## config.mk

```make
export PLATFORM = sky130hd
export DESIGN_NAME = pdm_mic_tx
export DESIGN_NICKNAME = d
export VERILOG_FILES = /design/src/rtl/pdm_mic_pkg.sv /design/src/rtl/pdm_clk_sense.sv /design/src/rtl/pdm_activity_mon.sv /design/src/rtl/pdm_phase_driver.sv /design/src/rtl/pdm_mic_tx.sv
export SDC_FILE = /design/constraint.sdc
export NUM_CORES = 1
export LEC_CHECK = 0
export CORE_ASPECT_RATIO = 0.8
export CORE_MARGIN = 10
export CORE_UTILIZATION = 55
export DETAILED_ROUTE_END_ITERATION = 10
export PLACE_DENSITY = 0.84
export SLEW_MARGIN = 20
export SYNTH_ARGS = -nofsm -noshare
export SYNTH_HDL_FRONTEND = slang
export SYNTH_SLANG_ARGS = --single-unit
```

## constraint.sdc

```tcl
create_clock -name ref_clk -period 2.07 [get_ports ref_clk]
set_input_delay 0.414 -clock ref_clk [delete_from_list [all_inputs] [get_ports ref_clk]]
set_output_delay 0.414 -clock ref_clk [all_outputs]
set_load 0.01 [all_outputs]
```

## src/rtl/pdm_mic_pkg.sv

```systemverilog
package pdm_mic_pkg;

    typedef enum logic [1:0] {
        MODE_SLEEP = 2'd0,
        MODE_WAKE  = 2'd1,
        MODE_LIVE  = 2'd2
    } mic_mode_e;

    // Bits needed to hold values 0..n
    function automatic int cnt_w(input int n);
        return (n < 2) ? 1 : $clog2(n + 1);
    endfunction

endpackage

```

## src/rtl/pdm_clk_sense.sv

```systemverilog
module pdm_clk_sense #(
    parameter int SYNC_STAGES = 2
) (
    input  logic ref_clk,
    input  logic rst_n,
    input  logic mic_clk,
    output logic rise_p,
    output logic fall_p
);
    // Chain: SYNC_STAGES synchroniser flops plus one history flop.
    localparam int CHAIN = SYNC_STAGES + 1;

    typedef struct packed {
        logic [CHAIN-1:0] sh;
    } sense_t;

    sense_t cur_q, nxt_d;

    always_comb begin
        nxt_d    = cur_q;
        nxt_d.sh = {cur_q.sh[CHAIN-2:0], mic_clk};
        rise_p   =  cur_q.sh[CHAIN-2] & ~cur_q.sh[CHAIN-1];
        fall_p   = ~cur_q.sh[CHAIN-2] &  cur_q.sh[CHAIN-1];
    end

    always_ff @(posedge ref_clk or negedge rst_n) begin
        if (!rst_n) cur_q <= '0;
        else        cur_q <= nxt_d;
    end

endmodule

```

## src/rtl/pdm_activity_mon.sv

```systemverilog
module pdm_activity_mon
    import pdm_mic_pkg::*;
#(
    parameter int SLEEP_CYCLES = 100000,
    parameter int WAKE_CYCLES  = 1000000
) (
    input  logic      ref_clk,
    input  logic      rst_n,
    input  logic      edge_p,
    input  logic      pwr_good,
    output mic_mode_e mode
);
    localparam int IW = cnt_w(SLEEP_CYCLES);
    localparam int WW = cnt_w(WAKE_CYCLES);
    localparam logic [IW-1:0] IDLE_LIM = IW'(SLEEP_CYCLES);
    localparam logic [WW-1:0] WAKE_END = WW'(WAKE_CYCLES - 1);

    typedef struct packed {
        mic_mode_e     mode;
        logic [IW-1:0] idle;
        logic [WW-1:0] wake;
    } act_t;

    act_t cur_q, nxt_d;
    logic stalled;

    always_comb begin
        nxt_d   = cur_q;
        stalled = (cur_q.idle >= IDLE_LIM);

        // Cycles since the last edge, saturating at the limit
        if (edge_p)         nxt_d.idle = '0;
        else if (!stalled)  nxt_d.idle = cur_q.idle + IW'(1);

        if (!pwr_good) begin
            nxt_d.mode = MODE_SLEEP;
            nxt_d.wake = '0;
        end else begin
            unique case (cur_q.mode)
                MODE_SLEEP: begin
                    if (edge_p) begin
                        nxt_d.mode = MODE_WAKE;
                        nxt_d.wake = '0;
                    end
                end
                MODE_WAKE: begin
                    if (stalled)                     nxt_d.mode = MODE_SLEEP;
                    else if (cur_q.wake == WAKE_END) nxt_d.mode = MODE_LIVE;
                    else                             nxt_d.wake = cur_q.wake + WW'(1);
                end
                MODE_LIVE: begin
                    if (stalled) nxt_d.mode = MODE_SLEEP;
                end
                default: nxt_d.mode = MODE_SLEEP;
            endcase
        end
        mode = cur_q.mode;
    end

    always_ff @(posedge ref_clk or negedge rst_n) begin
        if (!rst_n) begin
            cur_q.mode <= MODE_SLEEP;
            cur_q.idle <= IDLE_LIM;
            cur_q.wake <= '0;
        end else begin
            cur_q <= nxt_d;
        end
    end

    assert_no_direct_live_R6: assert property (@(posedge ref_clk) disable iff (!rst_n)
        cur_q.mode == MODE_SLEEP |=> cur_q.mode != MODE_LIVE);

    assert_idle_blocks_live_R5: assert property (@(posedge ref_clk) disable iff (!rst_n)
        cur_q.idle >= IDLE_LIM |=> cur_q.mode != MODE_LIVE);

    assert_power_loss_sleeps_R7: assert property (@(posedge ref_clk) disable iff (!rst_n)
        !pwr_good |=> cur_q.mode == MODE_SLEEP);

endmodule

```

## src/rtl/pdm_phase_driver.sv

```systemverilog
module pdm_phase_driver
    import pdm_mic_pkg::*;
#(
    parameter int ON_DLY  = 0,
    parameter int OFF_DLY = 0
) (
    input  logic ref_clk,
    input  logic rst_n,
    input  logic launch_p,
    input  logic release_p,
    input  logic mod_bit,
    output logic drv_oe,
    output logic drv_bit
);
    localparam int NW = cnt_w(ON_DLY);
    localparam int FW = cnt_w(OFF_DLY);

    typedef struct packed {
        logic          oe;
        logic          bit_v;
        logic          pend_on;
        logic          pend_off;
        logic [NW-1:0] on_cnt;
        logic [FW-1:0] off_cnt;
    } drv_t;

    drv_t cur_q, nxt_d;

    always_comb begin
        nxt_d = cur_q;

        if (cur_q.pend_on) begin
            if (cur_q.on_cnt == '0) begin
                nxt_d.oe      = 1'b1;
                nxt_d.pend_on = 1'b0;
            end else begin
                nxt_d.on_cnt = cur_q.on_cnt - NW'(1);
            end
        end

        if (cur_q.pend_off) begin
            if (cur_q.off_cnt == '0) begin
                nxt_d.oe       = 1'b0;
                nxt_d.pend_off = 1'b0;
            end else begin
                nxt_d.off_cnt = cur_q.off_cnt - FW'(1);
            end
        end

        if (launch_p) begin
            nxt_d.pend_on = 1'b1;
            nxt_d.on_cnt  = NW'(ON_DLY);
            nxt_d.bit_v   = mod_bit;
        end
        if (release_p) begin
            nxt_d.pend_off = 1'b1;
            nxt_d.off_cnt  = FW'(OFF_DLY);
        end

        drv_oe  = cur_q.oe;
        drv_bit = cur_q.bit_v;
    end

    always_ff @(posedge ref_clk or negedge rst_n) begin
        if (!rst_n) cur_q <= '0;
        else        cur_q <= nxt_d;
    end

    assert_launch_arms_R1: assert property (@(posedge ref_clk) disable iff (!rst_n)
        launch_p |=> cur_q.pend_on);

    assert_bit_held_R4: assert property (@(posedge ref_clk) disable iff (!rst_n)
        cur_q.oe && $past(cur_q.oe) |-> $stable(cur_q.bit_v));

endmodule

```

## src/rtl/pdm_mic_tx.sv

```systemverilog
module pdm_mic_tx
    import pdm_mic_pkg::*;
#(
    parameter int SYNC_STAGES  = 2,
    parameter int SLEEP_CYCLES = 100000,
    parameter int WAKE_CYCLES  = 1000000,
    parameter int ON_DLY       = 0,
    parameter int OFF_DLY      = 0
) (
    input  logic ref_clk,
    input  logic rst_n,
    input  logic mic_clk,
    input  logic chan_sel,
    input  logic pwr_good,
    input  logic mod_bit,
    output logic pdm_data,
    output logic pdm_oe
);
    logic      rise_p, fall_p;
    logic      launch_p, release_p;
    logic      drv_oe, drv_bit;
    mic_mode_e mode;

    pdm_clk_sense #(.SYNC_STAGES(SYNC_STAGES)) u_sense (
        .ref_clk (ref_clk),
        .rst_n   (rst_n),
        .mic_clk (mic_clk),
        .rise_p  (rise_p),
        .fall_p  (fall_p)
    );

    pdm_activity_mon #(
        .SLEEP_CYCLES (SLEEP_CYCLES),
        .WAKE_CYCLES  (WAKE_CYCLES)
    ) u_act (
        .ref_clk  (ref_clk),
        .rst_n    (rst_n),
        .edge_p   (rise_p | fall_p),
        .pwr_good (pwr_good),
        .mode     (mode)
    );

    // Strap picks which edge opens the slot
    always_comb begin
        launch_p  = chan_sel ? rise_p : fall_p;
        release_p = chan_sel ? fall_p : rise_p;
    end

    pdm_phase_driver #(
        .ON_DLY  (ON_DLY),
        .OFF_DLY (OFF_DLY)
    ) u_drv (
        .ref_clk   (ref_clk),
        .rst_n     (rst_n),
        .launch_p  (launch_p),
        .release_p (release_p),
        .mod_bit   (mod_bit),
        .drv_oe    (drv_oe),
        .drv_bit   (drv_bit)
    );

    always_comb begin
        pdm_oe   = drv_oe & (mode == MODE_LIVE) & pwr_good;
        pdm_data = pdm_oe & drv_bit;
    end

endmodule

```

Word-level counts from Yosys, hierarchy flattened
Cells that the tools add are included.

Bits in registers: 48. Latch bits: 0. Bits in writable memories: 0. Bits in read-only memories: 0. Output and inout port bits: 2. Memories: 0.

Add/sub/neg operators: 4. Multipliers: 0. Div/mod/pow operators: 0. Magnitude comparators: 1. Equality and inequality tests: 10. Shifts and indexed selects: 0. Multiplexer cells: 31. Bitwise logic cells: 8. Reduce and logical (&&, ||, !) cells: 5.

Operators with widths (count): $mux W20 (4); $pmux W20 S2 (1); $mux W17 (2); $add A20 B1 Y20 const B (1); $eq A20 B20 Y1 const B (1); $mux W1 (18); $add A17 B1 Y17 const B (1); $ge A17 B17 Y1 const B (1); $mux W2 (5); $ne A3 B2 Y1 const B (2); $ne A3 B3 Y1 const B (2); $pmux W2 S3 (1); $and A1 B1 Y1 (5); $ne A4 B2 Y1 const B (1); $reduce_and A4 Y1 (1); $reduce_bool A2 Y1 (2); $ne A3 B1 Y1 const B (1); $reduce_and A3 Y1 (1); $eq A2 B1 Y1 const B (1); $eq A2 B2 Y1 const B (1); $logic_not A2 Y1 (1); $ne A2 B1 Y1 const B (1); $not A1 Y1 (2); $sub A1 B1 Y1 const B (2); $or A1 B1 Y1 (1).

Longest topological paths before layout
Gate-level depths: netlist (run 1).

Depth in word-level cells: 6. Gate-level depth with buffers: 8.

Cells and area by module
A second synthesis (run 1) with hierarchy kept.

Cells, all modules: 256. Area total of the unflattened synthesis: 2383.5 sq um.

Modules (own cells, without submodules): pdm_activity_mon (instances 1, cells each 240, area an instance 2123.3 sq um, sequential area each 983.4 sq um); pdm_phase_driver (instances 1, cells each 6, area an instance 125.1 sq um, sequential area each 100.1 sq um); pdm_clk_sense (instances 1, cells each 5, area an instance 90.1 sq um, sequential area each 75.1 sq um); pdm_mic_tx (instances 1, cells each 5, area an instance 45.0 sq um, sequential area each 0.0 sq um).

Worst setup path after synthesis (run 1)
No wires, ideal clock.

Path type: register to register. From: register u_act.cur_q[0] (netlist name). To: register u_act.cur_q[18] (netlist name). Library setup time: 0.087 ns. Arrival time: 2.097 ns. Required time: 1.983 ns. Setup slack: -0.113 ns. Stages on the path, launching flop included: 8. Buffers on the path: 0. Clock period less this slack: 2.183 ns. Cells stage by stage: dfrtp_1 > ha_1 > nand3_1 > or2_2 > or3_1 > a31oi_1 > o21ai_2 > o211ai_1.

Word-level cells in the longest chain between the ends: 5. Elaborated cells on any way between the ends: 8. Those cells by class: 1 x add/sub; 2 x eq/ne; 4 x mux; 1 x reduce/logical.

RTL lines: start, declared (RTL line pdm_activity_mon.sv:24) `act_t cur_q, nxt_d;`; start signal, assigned (RTL line pdm_activity_mon.sv:66) `cur_q <= nxt_d;`; $add A20 B1 Y20 (RTL line pdm_activity_mon.sv:49) `else nxt_d.wake = cur_q.wake + WW'(1);`; $mux W20 (RTL line pdm_activity_mon.sv:48) `else if (cur_q.wake == WAKE_END) nxt_d.mode = MODE_LIVE;`; $mux W20 (RTL line pdm_activity_mon.sv:47) `if (stalled) nxt_d.mode = MODE_SLEEP;`; $pmux W20 S2 (RTL line pdm_activity_mon.sv:39) `unique case (cur_q.mode)`; $mux W20 (RTL line pdm_activity_mon.sv:35) `if (!pwr_good) begin`.

Several ways; a longest one is shown, not always the timed one. The select of a mux whose other input is x is not followed. A chain may end at the register's enable or synchronous reset.

Worst setup path in the final report (run 1)
From: register u_act.cur_q[31] (netlist name). To: register u_act.cur_q[34] (netlist name).

Word-level cells in the longest chain between the ends: 3. Elaborated cells on any way between the ends: 5. Those cells by class: 1 x add/sub; 1 x order compare; 1 x eq/ne; 2 x mux.

RTL lines: $add A17 B1 Y17 (RTL line pdm_activity_mon.sv:33) `else if (!stalled) nxt_d.idle = cur_q.idle + IW'(1);`; $mux W17 (RTL line pdm_activity_mon.sv:33); $mux W17 (RTL line pdm_activity_mon.sv:32) `if (edge_p) nxt_d.idle = '0;`.

Several ways; a longest one is shown, not always the timed one. The select of a mux whose other input is x is not followed.

==> summary.md, run 1 <==
| Metric | Value |
|---|---|
| Ys async rst share | 100% |
| Nets | 331 |
| Routed WL | 6.89 mm |
| Hold crit path type | in -> async |
| Worst path cell trace | or4_4 -> o211a_4 -> nor4b_1 -> xor2_1 -> and2_1 |
| Top-count cell post-synth | dfrtp_1 |
| Peak supply drop | 280 uV |
| First-pass GRT wire length | 10.9 mm |
| Hold Slack | 0.0617 ns |
| Vias per inst | 6.08 |
| Sink Count | 46 |
| Site row count | 22 |
| Worst R2R Start | u_act.cur_q[31]$_DFFE_PN0P_ |
| Worst path slowest cell | or4_4 |
| GRT Util Overall | 16.9% |
| Crit Path Max Fanout | 5 |
| Avg Inst Size Synth | 9.69 um2 |
| Worst skew pair latency | 0.31 ns |
| Starting Density | 56.6% |
| Setup crit end | u_act.cur_q[34]$_DFFE_PN0P_ |
| Diode count | 0 |
| Port-buffer cells | 7 |
| CTS tree | yes |
| Most common library cells after synthesis | dfrtp_1, nand2_1, and2_1, inv_1 |
| Pins Over Slew Limit | 0 |
| Worst Setup End Kind | register |
| Setup Skew | 0.00561 ns |
| Largest cells by area after synthesis | dfrtp_1, dfstp_2, nand2_1 |
| Final worst path period share | 103% |
| Critical Path RT | 2.27 ns |
| Starting DRT DRC Count | 256 |
| Synth cell types | 53 |
| Synthesis Warnings | 0 |
| Final Hold Fails | 0 |
| Maxcap violations | 0 |
| Final WS setup | -0.0707 ns |
| Yosys top cell by area | dfrtp_1 |
| CP max stage delay | 0.59 ns |
| Worst setup path category | reg -> reg |
| CTS Buf Count | 5 |
| Syn Inst Count | 267 |
| Clock share of power | 32.8% |
| Post-synthesis sequential area ratio | 44.8% |
| Root Buffer | clkbuf_8 |
| Pleak | 1.48 nW |
| Detailed placement HPWL | 4.43 mm |
| Endpoints failing setup | 5 |
| Sw Ratio | 26.7% |
| Number of synthesized flops with an enable pin | 0 |
| Die H | 81.3 um |
| CTS Buffer Depth | 2 |
| Failing checks | setup timing |
| Synth top area share | 38.7% |
| Area Overhead vs Synth | 29.3% |
| Vias in the first global route | 2209 |
| Status | finished with violations |
| Reg power frac | 54.0% |
| Synthesized area | 2590 um2 |
| Combinational power share | 13.3% |
| Dpl cells | 366 |
| Residual DRC | 0 |
| Net switching power figure | 471 uW |
| Gr ovfl total | 0 |
| Die area | 7860 um2 |
| Non-filler instance count after layout | 381 |
| Initial antenna violation count | 0 |
| Gpl congestion | 0.854 |
| Io pins | 8 |
| Clock-pin slew on the worst setup and hold paths | 0.09 ns |
| RSZ-0062 raised after global routing | yes |
| Share of layout cells above drive strength 1 | 32.1% |
| Top_reg_cell synth | dfrtp_1 |
| Syn Nets | 278 |
| Worst relative slew slack | 66.5% |
| 1st-pass router iterations | 5 |
| Reg-to-Reg End | u_act.cur_q[34]$_DFFE_PN0P_ |
| FMAX | 467 MHz |
| Critical Path Source | u_act.cur_q[31]$_DFFE_PN0P_ |
| Synth Register Bits | 46 |
| Worst-margin pin slew | 0.503 ns |
| Depth of the worst register-to-register path | 5 |
| CP startpoint kind | register |
| Power per cell area | 528 nW/um2 |
| Die width | 96.7 um |
| Largest net degree at the start of global routing | 26 |
| Fin crit period | 2.14 ns |
| Routed Antenna Nets | 0 |
| Int Pwr | 1.29 mW |
| Total vias in the final route | 2316 |
| CORE AREA | 4570 um2 |
| Critical Path AT | 2.34 ns |
| R2r setup slk | -0.07 ns |
| H-Tree Depth | 2 |
| Average wire per cell in the routed design | 18.1 um |
[logic make-up (layout without fill, tap and decap cells)]
group                      after synthesis  after routing  synth area share (%)
buffers and inverters                   26             79                  4.79
DFF                                     46             46                  44.8
and+or+nand+nor                        119            119                  25.9
xor gates and xnor gates                13             13                  4.40
AOI/OAI and AO/OA                       50             51                  14.4
muxes                                    8              8                  3.29
adders and majority gates                5              5                  2.42
[critical path: cells and delay by family, from the launching register on]
family	cells	cell delay [ns]
AND/OR/NAND/NOR	3	1.23
flip-flops	1	0.39
AO/OA/AOI/OAI	1	0.30
XOR/XNOR	1	0.12
[power groups by stage]
stage	registers, mW	clock network (mW)	logic (mW)
2_1_floorplan	0.956	0	0.118
3_3_place_gp	0.963	0	0.189
3_5_place_dp	0.966	0	0.197
4_1_cts	0.949	0.581	0.209
5_1_grt	0.955	0.621	0.254
6_report	0.952	0.578	0.235
[how the worst min path moves through the flow]
stage	startpoint	end	depth (start not counted)
after floorplan	rst_n	u_act.cur_q[0]$_DFFE_PN0P_	0
after global placement	u_sense.cur_q[0]$_DFF_PN0_	u_sense.cur_q[1]$_DFF_PN0_	0
after detailed placement	u_sense.cur_q[0]$_DFF_PN0_	u_sense.cur_q[1]$_DFF_PN0_	0
after CTS	rst_n	u_act.cur_q[13]$_DFFE_PN0P_	1
after global routing	rst_n	u_act.cur_q[12]$_DFFE_PN0P_	1
final	rst_n	u_act.cur_q[12]$_DFFE_PN0P_	1
[timing repair]
action	4_1_cts	5_1_grt
endpoints found under the setup margin	25	29
pin swaps	3	17
hold buffers	0	0
setup buffers	1	5
cloned	0	1
gates resized for setup	14	34
[per-layer routing]
| layer | share of wire [%] | up-vias | GRT usage (%) |
|---|---|---|---|
| met2 | 48 | 109 | 27.8 |
| met5 | 0 | - | 0 |
| met3 | 6.7 | 24 | 3.56 |
| met4 | 2.9 | 0 | 7.65 |
| li1 | - | 1069 | - |
| met1 | 42 | 1114 | 21.2 |
[state kept, by name (all words and copies together) (netlist names)]
name,count
u_drv.drv_bit,1
u_sense.cur_q,3
u_act.cur_q,37
u_act.mode,2
u_drv.drv_oe,1
u_drv.cur_q,2
[placed cells by master, fill, tap and decap left out, types with 6 or more instances in the layout]
cell type,synthesis,layout
dfstp_2,6,6
nand3_1,12,11
nand4_1,12,12
inv_1,13,13
o21ai_1,0,6
dfrtp_1,40,40
o211ai_1,6,6
xnor2_1,6,6
clkbuf_8,0,6
buf_6,0,8
xor2_1,7,7
nor2_1,11,10
and2_1,15,15
nand2_1,28,27
buf_4,2,42
[final cells by class]
class / instances / area (um2)
Inverter: 13 / 48.8
Clock inverter: 2 / 12.5
Fill cell: 276 / 1230
Tap cell: 60 / 75.1
Clock buffer: 6 / 82.6
Timing Repair Buffer: 58 / 488
Multi-Input combinational cell: 196 / 1480
Sequential cell: 46 / 1160
[metrics by stage]
stage | power, mW | cell area [um2] | setup TNS (ns) | setup WS [ns] | utilization [%]
after floorplan | 1.07 | 2600 | -0.0942 | -0.0766 | -
after global placement | 1.15 | 3010 | -0.0798 | -0.0343 | 66.0
after detailed placement | 1.16 | 3010 | -0.681 | -0.119 | 66.0
after CTS | 1.74 | 3170 | -0.00573 | -0.00573 | 69.4
after global routing | 1.83 | 3340 | -1.54 | -0.195 | 73.2
final | 1.76 | 3340 | -0.167 | -0.0707 | 73.2
Power figures use the tool's default switching activity.
==> run 2, diff against run 1 <==
--- a/config.mk
+++ b/config.mk
@@ -5,12 +5,14 @@
 export SDC_FILE = /design/constraint.sdc
 export NUM_CORES = 1
 export LEC_CHECK = 0
+export ABC_CLOCK_PERIOD_IN_PS = 2070
 export CORE_ASPECT_RATIO = 0.8
 export CORE_MARGIN = 10
-export CORE_UTILIZATION = 55
+export CORE_UTILIZATION = 54
 export DETAILED_ROUTE_END_ITERATION = 10
-export PLACE_DENSITY = 0.84
+export PLACE_DENSITY = 0.83
 export SLEW_MARGIN = 20
 export SYNTH_ARGS = -nofsm -noshare
 export SYNTH_HDL_FRONTEND = slang
+export SYNTH_HIERARCHICAL = 1
 export SYNTH_SLANG_ARGS = --single-unit
==> summary.md, run 2 <==
| Metric | Value |
|---|---|
| Status | finished with violations |
| Failing checks | setup timing |
| CTS Buf Count | 5 (unchanged) |
| GRT Util Overall | 16.0% (-0.92 points) |
| Peak supply drop | 581 uV (+110%) |
| Avg Inst Size Synth | 9.31 um2 (-3.9%) |
| Final Hold Fails | 0 (unchanged) |
| Diode count | 0 (unchanged) |
| Vias per inst | 5.77 (-5.1%) |
| First-pass GRT wire length | 9.60 mm (-12%) |
| Starting DRT DRC Count | 142 (-45%) |
| Die area | 7490 um2 (-4.8%) |
| Power per cell area | 625 nW/um2 (+18%) |
| Synth top area share | 42.0% (+3.3 points) |
| Post-synthesis sequential area ratio | 48.6% (+3.8 points) |
| Fin crit period | 2.30 ns (+0.160 ns) |
| Detailed placement HPWL | 3.73 mm (-16%) |
| Port-buffer cells | 7 (unchanged) |
| Max reg flops | 37 (unchanged) |
| Starting Density | 56.3% (-0.25 points) |
| Worst Setup End Kind | register |
| Synth Register Bits | 46 (unchanged) |
| Largest regs | u_act/cur_q x37, u_sense/cur_q x3 |
| Worst skew pair latency | 0.31 ns (about the same) |
| TNS Setup | -3.60 ns (-3.43 ns) |
| Area Overhead vs Synth | 28.3% |
| H-Tree Depth | 2 (unchanged) |
| Fill cells | 293 (+6.2%) |
| Clock share of power | 35.8% (+3.0 points) |
| 1st-pass router iterations | 5 (unchanged) |
| Pleak | 1.29 nW (-13%) |
| Nets | 315 (-4.8%) |
| Synth cell types | 47 (-11%) |
| Final worst path period share | 111% (+7.7 points) |
| Worst-margin pin slew | 0.517 ns (+0.0145 ns) |
| CP startpoint kind | register |
| Top_reg_cell synth | dfrtp_1 |
| Total vias in the final route | 2099 (-9.4%) |
| FMAX | 435 MHz (-7.0%) |
| Most flops, register | u_act/cur_q |
| RSZ-0062 raised after global routing | yes |
| Sw Ratio | 25.8% (-0.87 points) |
| Reg power frac | 50.0% (-4.0 points) |
| Average wire per cell in the routed design | 15.6 um (-14%) |
| Net switching power figure | 493 uW (+4.7%) |
| Synthesized area | 2380 um2 (-7.8%) |
| Placed inst area | 2770 um2 (-8.1%) |
| Most common cell after layout, fill and taps aside | dfrtp_1 |
| Crit Path Max Fanout | 8 (+3) |
| Final WS setup | -0.231 ns (-0.160 ns) |
| Syn Inst Count | 256 (-4.1%) |
| Pins Over Slew Limit | 0 (unchanged) |
| Endpoints failing setup | 22 (+17) |
| Setup Skew | 0.00725 ns (+0.00164 ns) |
| Critical Path RT | 2.27 ns (about the same) |
| CTS Buffer Depth | 2 (unchanged) |
| Routed WL | 5.67 mm (-18%) |
| Worst setup path category | reg -> reg |
| Largest net degree at the start of global routing | 26 (unchanged) |
| Hold crit path type | in -> async |
| Maxcap violations | 0 (unchanged) |
| Most common library cells after synthesis | dfrtp_1, nand2_1, nor2_1, nand3_1, o21ai_0 |
| Synthesis Warnings | 6 (+6) |
| Int Pwr | 1.42 mW (+9.5%) |
| Clock-pin slew on the worst setup and hold paths | 0.09 ns (about the same) |
| Syn Nets | 265 (-4.7%) |
| Critical Path AT | 2.50 ns (+0.16 ns) |
| Routed Antenna Nets | 0 (unchanged) |
| Number of synthesized flops with an enable pin | 0 (unchanged) |
| Worst relative slew slack | 65.5% (-0.97 points) |
| Sink Count | 46 (unchanged) |
| Most frequent cells in the layout | dfrtp_1, buf_4, nand2_1, nor2_1, nand3_1 |
| Final instance area | 3060 um2 (-8.5%) |
| Root Buffer | clkbuf_8 |
| Residual DRC | 0 (unchanged) |
| Die width | 94.3 um (-2.5%) |
| CORE AREA | 4230 um2 (-7.4%) |
| Largest cells by area after synthesis | dfrtp_1, dfstp_2, nand2_1 |
| Ys async rst share | 100% (unchanged) |
| Gpl congestion | 0.882 (+3.3%) |
| Die H | 79.4 um (-2.3%) |
| Initial antenna violation count | 0 (unchanged) |
| Gr ovfl total | 0 (unchanged) |
| Io pins | 8 (unchanged) |
| Site row count | 21 (-4.5%) |
| CTS tree | yes |
| Vias in the first global route | 2073 (-6.2%) |
| Top-count cell post-synth | dfrtp_1 |
| Combinational power share | 14.2% (+0.9 points) |
| Yosys top cell by area | dfrtp_1 |
| Share of layout cells above drive strength 1 | 28.3% (-3.7 points) |
-- run 2: cell count changes after synthesis, moves of 6 or more --
| cell | change |
|---|---|
| nand3_1 | +7 |
| and2_1 | -12 |
| nand4_1 | -6 |
| nor3_1 | +7 |
| nor2_1 | +17 |
| o21ai_0 | +7 |
-- run 2: cell type report --
| cell class | instances | area, um2 | area share, % |
|---|---|---|---|
| multi-input cells | 193 | 1220 | 40.1 |
| repair buffers | 52 | 459 | 15.0 |
| well taps | 57 | 71.3 | 2.33 |
| inverters | 8 | 30.0 | 0.982 |
| flip-flops and latches | 46 | 1160 | 37.9 |
| clock buffers | 5 | 68.8 | 2.25 |
| clock inverters | 3 | 45.0 | 1.47 |
-- run 2: repair_timing --
| action | in CTS | in global routing |
|---|---|---|
| hold buffers | 0 | 0 |
| resized for setup | 15 | 17 |
| pin swaps | 9 | 4 |
| hold endpoints to repair | 0 | 0 |
| buffers inserted | 4 | 4 |
| cloned | 1 | 0 |
| endpoints found under the setup margin | 23 | 34 |
-- run 2: power groups by stage --
stage / sequential, mW / combinational [mW] / clock (mW)
floorplan: 0.967 / 0.129 / 0
global placement: 0.969 / 0.206 / 0
detailed placement: 0.971 / 0.212 / 0
CTS: 0.954 / 0.243 / 0.700
global route: 0.958 / 0.293 / 0.736
finish: 0.955 / 0.270 / 0.684
-- run 2: kinds of logic after synthesis --
kind of cell | count (synthesis) | share of synthesized area [%]
multiplexers | 3 | 1.57
flip-flops | 46 | 48.6
XOR/XNOR | 14 | 5.14
buffers and inverters | 17 | 3.57
AND/OR/NAND/NOR | 130 | 27.4
AO/OA/AOI/OAI | 43 | 12.1
adder cells (fa/ha/maj) | 3 | 1.57
-- run 2: worst paths after layout --
kind                                            start                          end  slack (ns)  cells after the start
max                        u_act/cur_q[7]$_DFFE_PN0P_   u_act/cur_q[9]$_DFFE_PN0P_       -0.23                      6
min                                             rst_n   u_act/cur_q[8]$_DFFE_PN0P_        0.06                      1
max reg2reg                u_act/cur_q[7]$_DFFE_PN0P_   u_act/cur_q[9]$_DFFE_PN0P_       -0.23                      6
min reg2reg                u_sense/cur_q[0]$_DFF_PN0_   u_sense/cur_q[1]$_DFF_PN0_        0.37                      0
max in group asynchronous                       rst_n  u_act/cur_q[35]$_DFFE_PN1P_        1.42                      2
min in group ref_clk       u_sense/cur_q[0]$_DFF_PN0_   u_sense/cur_q[1]$_DFF_PN0_        0.37                      0
-- run 2: metrics by stage --
stage / setup slack, ns / total power [mW] / hold WS, ns / util, % / instances
2_1_floorplan: -0.214 / 1.10 / 0.118 / - / 256
3_3_place_gp: -0.181 / 1.17 / 0.334 / 65.5 / 348
3_5_place_dp: -0.251 / 1.18 / 0.343 / 65.5 / 348
4_1_cts: -0.189 / 1.90 / 0.0746 / 69.8 / 360
5_1_grt: -0.317 / 1.99 / 0.0942 / 72.3 / 364
6_report: -0.231 / 1.91 / 0.0635 / 72.3 / 364
-- run 2: critical path: stages, from the launching register on --
cell	delay, ns
dfrtp_1	0.39
or4b_1	0.54
or4_4	0.51
o21ai_4	0.20
or2_4	0.22
nor2_1	0.07
a221o_1	0.26
-- run 2: layer usage --
layer  share of wire, %  vias to the layer above  global-route usage, %
met1                 46                     1020                   20.3
met3                5.4                        8                   4.04
li1                   -                     1011                      -
met4                1.6                        0                   8.33
met2                 47                       60                   24.5
met5                  0                        -                      0
